File: config.mk
export PLATFORM = sky130hd
export DESIGN_NAME = uart_rx_channel
export DESIGN_NICKNAME = d
export VERILOG_FILES = /design/src/rtl/uart_rx_pkg.sv /design/src/rtl/uart_rx_framer.sv /design/src/rtl/uart_rx_holdbuf.sv /design/src/rtl/uart_rx_channel.sv
export SDC_FILE = /design/constraint.sdc
export NUM_CORES = 1
export LEC_CHECK = 0
export ABC_AREA = 1
export CAP_MARGIN = 20
export CORE_UTILIZATION = 50
export CTS_CLUSTER_DIAMETER = 150
export CTS_CLUSTER_SIZE = 20
export DETAILED_ROUTE_END_ITERATION = 10
export GPL_TIMING_DRIVEN = 0
export PLACE_DENSITY_LB_ADDON = 0.3
export SLEW_MARGIN = 20
export SYNTH_ARGS = -nofsm -noshare
export SYNTH_HDL_FRONTEND = slang
export SYNTH_SLANG_ARGS = --single-unit
File: constraint.sdc
create_clock -name clk -period 1.78 [get_ports clk]
set_clock_uncertainty 0.15 [all_clocks]
set_input_delay 0.445 -clock clk [delete_from_list [all_inputs] [get_ports clk]]
set_output_delay 0.445 -clock clk [all_outputs]
set_load 0.01 [all_outputs]
File: src/rtl/uart_rx_pkg.sv
`timescale 1ns/1ps
package uart_rx_pkg;

    localparam int DATA_W = 9;
    localparam int WORD_W = 16;
    localparam int LEN_W  = 4;

    typedef enum logic [2:0] {
        ST_IDLE,
        ST_START,
        ST_DATA,
        ST_PAR,
        ST_STOP
    } rx_state_e;

    typedef enum logic [1:0] {
        PAR_NONE,
        PAR_EVEN,
        PAR_ODD
    } par_mode_e;

    typedef struct packed {
        logic [LEN_W-1:0] nbits;
        par_mode_e        par;
        logic             half_stop;
    } frame_fmt_t;

    typedef struct packed {
        logic              ferr;
        logic              perr;
        logic [DATA_W-1:0] data;
    } rx_char_t;

    function automatic frame_fmt_t decode_frame(
        input logic [3:0] len_f,
        input logic [1:0] par_f,
        input logic [1:0] stop_f
    );
        frame_fmt_t f;
        if (len_f >= 4'd2 && len_f <= 4'd6) f.nbits = len_f + 4'd3;
        else                                f.nbits = 4'd8;
        case (par_f)
            2'b10:   f.par = PAR_EVEN;
            2'b11:   f.par = PAR_ODD;
            default: f.par = PAR_NONE;
        endcase
        f.half_stop = (stop_f == 2'b00);
        return f;
    endfunction

    function automatic logic [WORD_W-1:0] pack_word(input rx_char_t c);
        return {c.ferr, c.perr, 5'b0, c.data};
    endfunction

endpackage

File: src/rtl/uart_rx_framer.sv
`timescale 1ns/1ps
module uart_rx_framer
    import uart_rx_pkg::*;
#(
    parameter int OVS = 16
) (
    input  logic              clk,
    input  logic              rst,
    input  logic              en,
    input  logic              tick,
    input  logic              rxd,
    input  frame_fmt_t        fmt_in,
    output logic              out_valid,
    output logic [WORD_W-1:0] out_word
);
    localparam int CNT_W = $clog2(OVS);
    localparam int BI_W  = $clog2(DATA_W + 1);
    localparam logic [CNT_W-1:0] MID_PT  = CNT_W'(OVS / 2 - 1);
    localparam logic [CNT_W-1:0] FULL_PT = CNT_W'(OVS - 1);
    localparam logic [CNT_W-1:0] HALF_PT = CNT_W'(OVS - 1 - OVS / 4);

    rx_state_e         st;
    logic [CNT_W-1:0]  cnt;
    logic [BI_W-1:0]   bidx;
    logic [DATA_W-1:0] shreg;
    logic              ones;
    logic              parbit;
    frame_fmt_t        fmt;
    logic              perr_now;
    logic [CNT_W-1:0]  stop_pt;

    always_comb begin
        case (fmt.par)
            PAR_EVEN: perr_now = ones ^ parbit;
            PAR_ODD:  perr_now = ~(ones ^ parbit);
            default:  perr_now = 1'b0;
        endcase
        stop_pt = fmt.half_stop ? HALF_PT : FULL_PT;
    end

    always_ff @(posedge clk) begin
        if (rst || !en) begin
            st        <= ST_IDLE;
            cnt       <= '0;
            bidx      <= '0;
            shreg     <= '0;
            ones      <= 1'b0;
            parbit    <= 1'b0;
            fmt       <= '0;
            out_valid <= 1'b0;
            out_word  <= '0;
        end else begin
            out_valid <= 1'b0;
            if (tick) begin
                case (st)
                    ST_IDLE: if (!rxd) begin
                        st  <= ST_START;
                        cnt <= '0;
                        fmt <= fmt_in;
                    end
                    ST_START: if (cnt == MID_PT) begin
                        cnt   <= '0;
                        bidx  <= '0;
                        shreg <= '0;
                        ones  <= 1'b0;
                        st    <= rxd ? ST_IDLE : ST_DATA;
                    end else cnt <= cnt + 1'b1;
                    ST_DATA: if (cnt == FULL_PT) begin
                        cnt         <= '0;
                        shreg[bidx] <= rxd;
                        ones        <= ones ^ rxd;
                        if (bidx == BI_W'(fmt.nbits - 4'd1))
                            st <= (fmt.par == PAR_NONE) ? ST_STOP : ST_PAR;
                        else
                            bidx <= bidx + 1'b1;
                    end else cnt <= cnt + 1'b1;
                    ST_PAR: if (cnt == FULL_PT) begin
                        cnt    <= '0;
                        parbit <= rxd;
                        st     <= ST_STOP;
                    end else cnt <= cnt + 1'b1;
                    ST_STOP: if (cnt == stop_pt) begin
                        cnt       <= '0;
                        st        <= ST_IDLE;
                        out_valid <= 1'b1;
                        out_word  <= pack_word('{ferr: ~rxd, perr: perr_now, data: shreg});
                    end else cnt <= cnt + 1'b1;
                    default: st <= ST_IDLE;
                endcase
            end
        end
    end

    AST_RSVD_ZERO: assert property (@(posedge clk) disable iff (rst)
        out_valid |-> (out_word[13:9] == 5'd0));

    AST_START_REJECT: assert property (@(posedge clk) disable iff (rst)
        (en && tick && st == ST_START && cnt == MID_PT && rxd) |=> (st == ST_IDLE));

endmodule

File: src/rtl/uart_rx_holdbuf.sv
`timescale 1ns/1ps
module uart_rx_holdbuf #(
    parameter int DEPTH = 2,
    parameter int W     = 16
) (
    input  logic         clk,
    input  logic         rst,
    input  logic         push,
    input  logic [W-1:0] din,
    input  logic         pop,
    output logic [W-1:0] head,
    output logic         avail,
    output logic         ovf
);
    localparam int PW = (DEPTH > 1) ? $clog2(DEPTH) : 1;
    localparam int CW = $clog2(DEPTH + 1);
    localparam logic [PW-1:0] LAST = PW'(DEPTH - 1);

    logic [W-1:0]  mem [DEPTH];
    logic [PW-1:0] wp, rp;
    logic [CW-1:0] count;
    logic          do_pop, do_push, full;

    assign full    = (count == CW'(DEPTH));
    assign do_pop  = pop && (count != '0);
    assign do_push = push && (!full || do_pop);
    assign head    = mem[rp];
    assign avail   = (count != '0);

    always_ff @(posedge clk) begin
        if (rst) begin
            for (int i = 0; i < DEPTH; i++) mem[i] <= '0;
            wp    <= '0;
            rp    <= '0;
            count <= '0;
            ovf   <= 1'b0;
        end else begin
            ovf <= push && !do_push;
            if (do_push) begin
                mem[wp] <= din;
                wp      <= (wp == LAST) ? '0 : wp + 1'b1;
            end
            if (do_pop) rp <= (rp == LAST) ? '0 : rp + 1'b1;
            count <= count + CW'(do_push) - CW'(do_pop);
        end
    end

    AST_OVF_KEEPS: assert property (@(posedge clk) disable iff (rst)
        (push && full && !pop) |=> (full && ovf && $stable(rp)));

    AST_LAST_POP: assert property (@(posedge clk) disable iff (rst)
        (pop && count == CW'(1) && !push) |=> !avail);

    AST_EMPTY_POP: assert property (@(posedge clk) disable iff (rst)
        (pop && !avail && !push) |=> (!avail && $stable(rp)));

endmodule

File: src/rtl/uart_rx_channel.sv
`timescale 1ns/1ps
module uart_rx_channel
    import uart_rx_pkg::*;
#(
    parameter int OVS   = 16,
    parameter int DEPTH = 2
) (
    input  logic              clk,
    input  logic              rst,
    input  logic              baud_tick,
    input  logic              rx_line,
    input  logic [15:0]       frame_cfg,
    input  logic              rx_enable,
    input  logic              rx_disable,
    input  logic              pop,
    output logic [WORD_W-1:0] rx_word,
    output logic              data_avail,
    output logic              overflow
);
    logic              rx_on;
    logic              frm_valid;
    logic [WORD_W-1:0] frm_word;
    frame_fmt_t        fmt;
    logic              unused_cfg;

    assign fmt        = decode_frame(frame_cfg[3:0], frame_cfg[9:8], frame_cfg[13:12]);
    assign unused_cfg = ^{frame_cfg[15:14], frame_cfg[11:10], frame_cfg[7:4]};

    always_ff @(posedge clk) begin
        if (rst)             rx_on <= 1'b0;
        else if (rx_disable) rx_on <= 1'b0;
        else if (rx_enable)  rx_on <= 1'b1;
    end

    uart_rx_framer #(.OVS(OVS)) u_framer (
        .clk      (clk),
        .rst      (rst),
        .en       (rx_on),
        .tick     (baud_tick),
        .rxd      (rx_line),
        .fmt_in   (fmt),
        .out_valid(frm_valid),
        .out_word (frm_word)
    );

    uart_rx_holdbuf #(.DEPTH(DEPTH), .W(WORD_W)) u_buf (
        .clk  (clk),
        .rst  (rst),
        .push (frm_valid),
        .din  (frm_word),
        .pop  (pop),
        .head (rx_word),
        .avail(data_avail),
        .ovf  (overflow)
    );

    AST_OFF_SILENT: assert property (@(posedge clk) disable iff (rst)
        (!rx_on) |=> !frm_valid);

    AST_DISABLE_WINS: assert property (@(posedge clk) disable iff (rst)
        rx_disable |=> !rx_on);

endmodule

==> results of run 1 <==
-- cell usage after synthesis, drive strengths merged (2+ instances only) --
library cell	n	area, um2
a211oi	2	15.0
a21oi	43	215
a31oi	2	12.5
buf	11	80.1
clkbuf	6	25.0
dfxtp	48	961
edfxtp	22	661
ha	10	125
inv	52	195
mux2	11	124
nand2	72	278
nand3	29	145
nand3b	2	27.5
nand4	5	31.3
nor2	51	209
nor3	6	41.3
o21ai	35	175
or2	2	12.5
xnor2	2	17.5
xor2	6	52.6
-- power breakdown --
part	internal, mW	switching [mW]	leakage (nW)
logic	0.230	0.205	1.10
clock network	0.792	0.622	0.106
registers	1.68	0.0180	0.600
-- final cells by class --
| type | count | area [um2] | area share [%] |
|---|---|---|---|
| clock inverters | 7 | 97.6 | 2.15 |
| inverters | 53 | 209 | 4.60 |
| clock buffers | 9 | 124 | 2.73 |
| multi-input cells | 284 | 1790 | 39.4 |
| plain buffers | 17 | 135 | 2.98 |
| flip-flops and latches | 70 | 1630 | 35.9 |
| well taps | 77 | 96.3 | 2.12 |
| repair buffers | 46 | 458 | 10.1 |
-- worst min-delay path by stage --
| stage | to | slack (ns) | depth (start not counted) |
|---|---|---|---|
| 3_3_place_gp | u_buf.rp | 0.29 | 1 |
| 4_1_cts | register | 0.30 | 1 |
| 3_5_place_dp | register | 0.29 | 1 |
| 2_1_floorplan | u_buf.ovf | 0.27 | 2 |
| 5_1_grt | u_buf.count[0] | 0.28 | 2 |
| 6_report | rx_on | 0.27 | 2 |
-- state kept, by name (all words and copies together) (netlist names), 2 cells and up, named ones only --
register and cells:
u_buf.mem 22, u_framer.shreg 9, u_framer.fmt 7, u_framer.out_word 11
u_buf.count 2, u_framer.cnt 4, u_framer.bidx 4, u_framer.st 3
-- critical path: cells and delay by family (launching register included) --
| family | cells | cell delay [ns] |
|---|---|---|
| muxes | 1 | 0.31 |
| buffers and inverters | 3 | 0.36 |
| DFF | 1 | 0.35 |
-- metal layers --
metal | routed length, um | share of wire (%) | GRT usage (%)
met1 | 3180 | 42 | 24.5
met5 | 0 | 0 | 0
met2 | 3970 | 52 | 38.1
met4 | 96 | 1.3 | 8.94
met3 | 340 | 4.5 | 5.11
-- stage by stage --
stage	setup WS [ns]	util, %	power [mW]	hold slack (ns)	std cells
2_1_floorplan	0.0394	-	1.92	0.275	424
3_3_place_gp	-0.812	59.1	2.04	0.287	528
3_5_place_dp	-0.859	59.1	2.05	0.292	528
4_1_cts	-0.210	65.1	3.50	0.296	551
5_1_grt	-0.240	70.3	3.71	0.284	563
6_report	-0.178	70.3	3.55	0.269	563
-- cells by family (layout without fill, tap and decap cells) --
logic type / count (synthesis) / count (layout) / share of synthesized area (%)
fa+ha+maj: 10 / 10 / 3.66
mux: 11 / 11 / 3.63
other cells: 1 / 5 / 0.110
buf+inv: 70 / 132 / 8.90
flops: 70 / 70 / 47.5
simple gates: 168 / 168 / 22.0
xor+xnor: 8 / 8 / 2.05
compound gates: 82 / 82 / 12.2
-- timing repair --
action	4_1_cts	5_1_grt
pin swaps	2	24
endpoints found under the setup margin	90	78
gates cloned	1	1
setup buffers	6	11
gates resized for setup	99	79
==> results.md, run 1 <==
* Min-delay worst type: in2reg
* Yosys reg bits at 70
* Seq/Total Area, Yosys at 47.5%
* Gpl congestion at ~0.86
* Max-cap violations at 0
* WL final at 7590 um
* Drt pass-1 iters at 6
* Nets at 514
* Max FO, Critical Path at 7
* RSZ-0062 raised after global routing: true
* Most common cell after layout, fill and taps aside: nand2_1
* Clk sink count at 70
* Synth cell types at 32
* Hold_buf cts at 0
* Worst path required time at 1.18 ns
* Antenna diode count at 0
* DP HPWL at 4750 um
* H-tree Lvls at 3
* VDD IR max at ~0.00043 V
* Reg-to-reg slack, setup at -0.03 ns
* Worst-Skew Late Latency at ~0.35 ns
* PortBufs at 27
* Worst-path cell chain: buf_8, buf_8, mux2_4, buf_6
* Async set-reset flop share out of synthesis at 0%
* First-pass GRT wire length at approximately 12000 um
* Most used cell, CP: buf_8
* Core footprint at 6460 um2
* Critical-path top delay cell: dfxtp_2
* Gate Count Post-Synth at between 400 and 500
* Ys flop type: dfxtp_1
* WL/cell at 13.5 um
* Clock slew at reported path FFs at 0.07 ns
* CTS Buf Count at 9
* Status: complete, but fails checks
* Number of synthesized flops with an enable pin at 22
* Hold path startpoint: rst
* Largest net degree at the start of global routing at 14
* DRC at 0
* Die height at around 85 um
* Max clock buf depth at 2
* Commonest cells after routing, fill and taps aside: nand2_1, inv_1, nor2_1
* Area grow syn2layout at 32.9%
* IO Pins at 41
* Pwr dens at 782 nW/um2
* RR Startpoint: u_framer.cnt[1]
* Final worst setup slack at -0.178 ns
* Failing checks: setup timing
* Achievable Freq at roughly 0.51 GHz
* Total negative slack at -1.64 ns
* Arrival @ worst endpoint at about 1.4 ns
* Std-Cell Rows at 29
* Leakage at approximately 1.8 nW
* GRT Util Overall at a little over a fifth
* Yosys warnings at 0
* Initial drt markers at around 190
* Post-Synthesis Cell Area at between 3000 and 4000 um2
* DRT antenna net count at 0
* Die W at between 80 and 90 um
* Endpoints failing setup at 12
* CTS tree: done
* Vias/cell at 5.29
* Crit path kind: reg2out
* Final Cell Area at between 4000 and 5000 um2
* Worst Setup EP: rx_word[7]
* Critical Path Source Type: register
* Share of cells above drive strength 1 at between 20% and 30%
* Max-slew violations at 0
* Via count at roughly 3000
* Die ar. at 7170 um2
* Initial antenna violation count at 0
* Cell Area, Placed at approximately 3800 um2
* Fin crit share at 110%
* Critical path endpoint category: output port
* Fin crit period at between 1.5 and 2 ns
* Clk root buf: clkbuf_8
* Number of global-route vias before repair at between 2000 and 3000
* Synth Area per Inst at slightly above 8 um2
* Slowest cell delay on critical path at between 0.3 and 0.4 ns
* Initial core utilization at between 50% and 60%
* Grt ovf at 0
* Reg2Reg Depth at 11
* Final hold vios at 0
* FILL cells at 531
* RR Endpoint: u_framer.bidx[0]
No activity file was read; power rests on OpenSTA's default activity.
==> run 2: changes to the inputs <==
Settings changed: CAP_MARGIN 20 to 10.
==> results of run 2 <==
Final layout, timing and power as in run 1 (identical DEF).
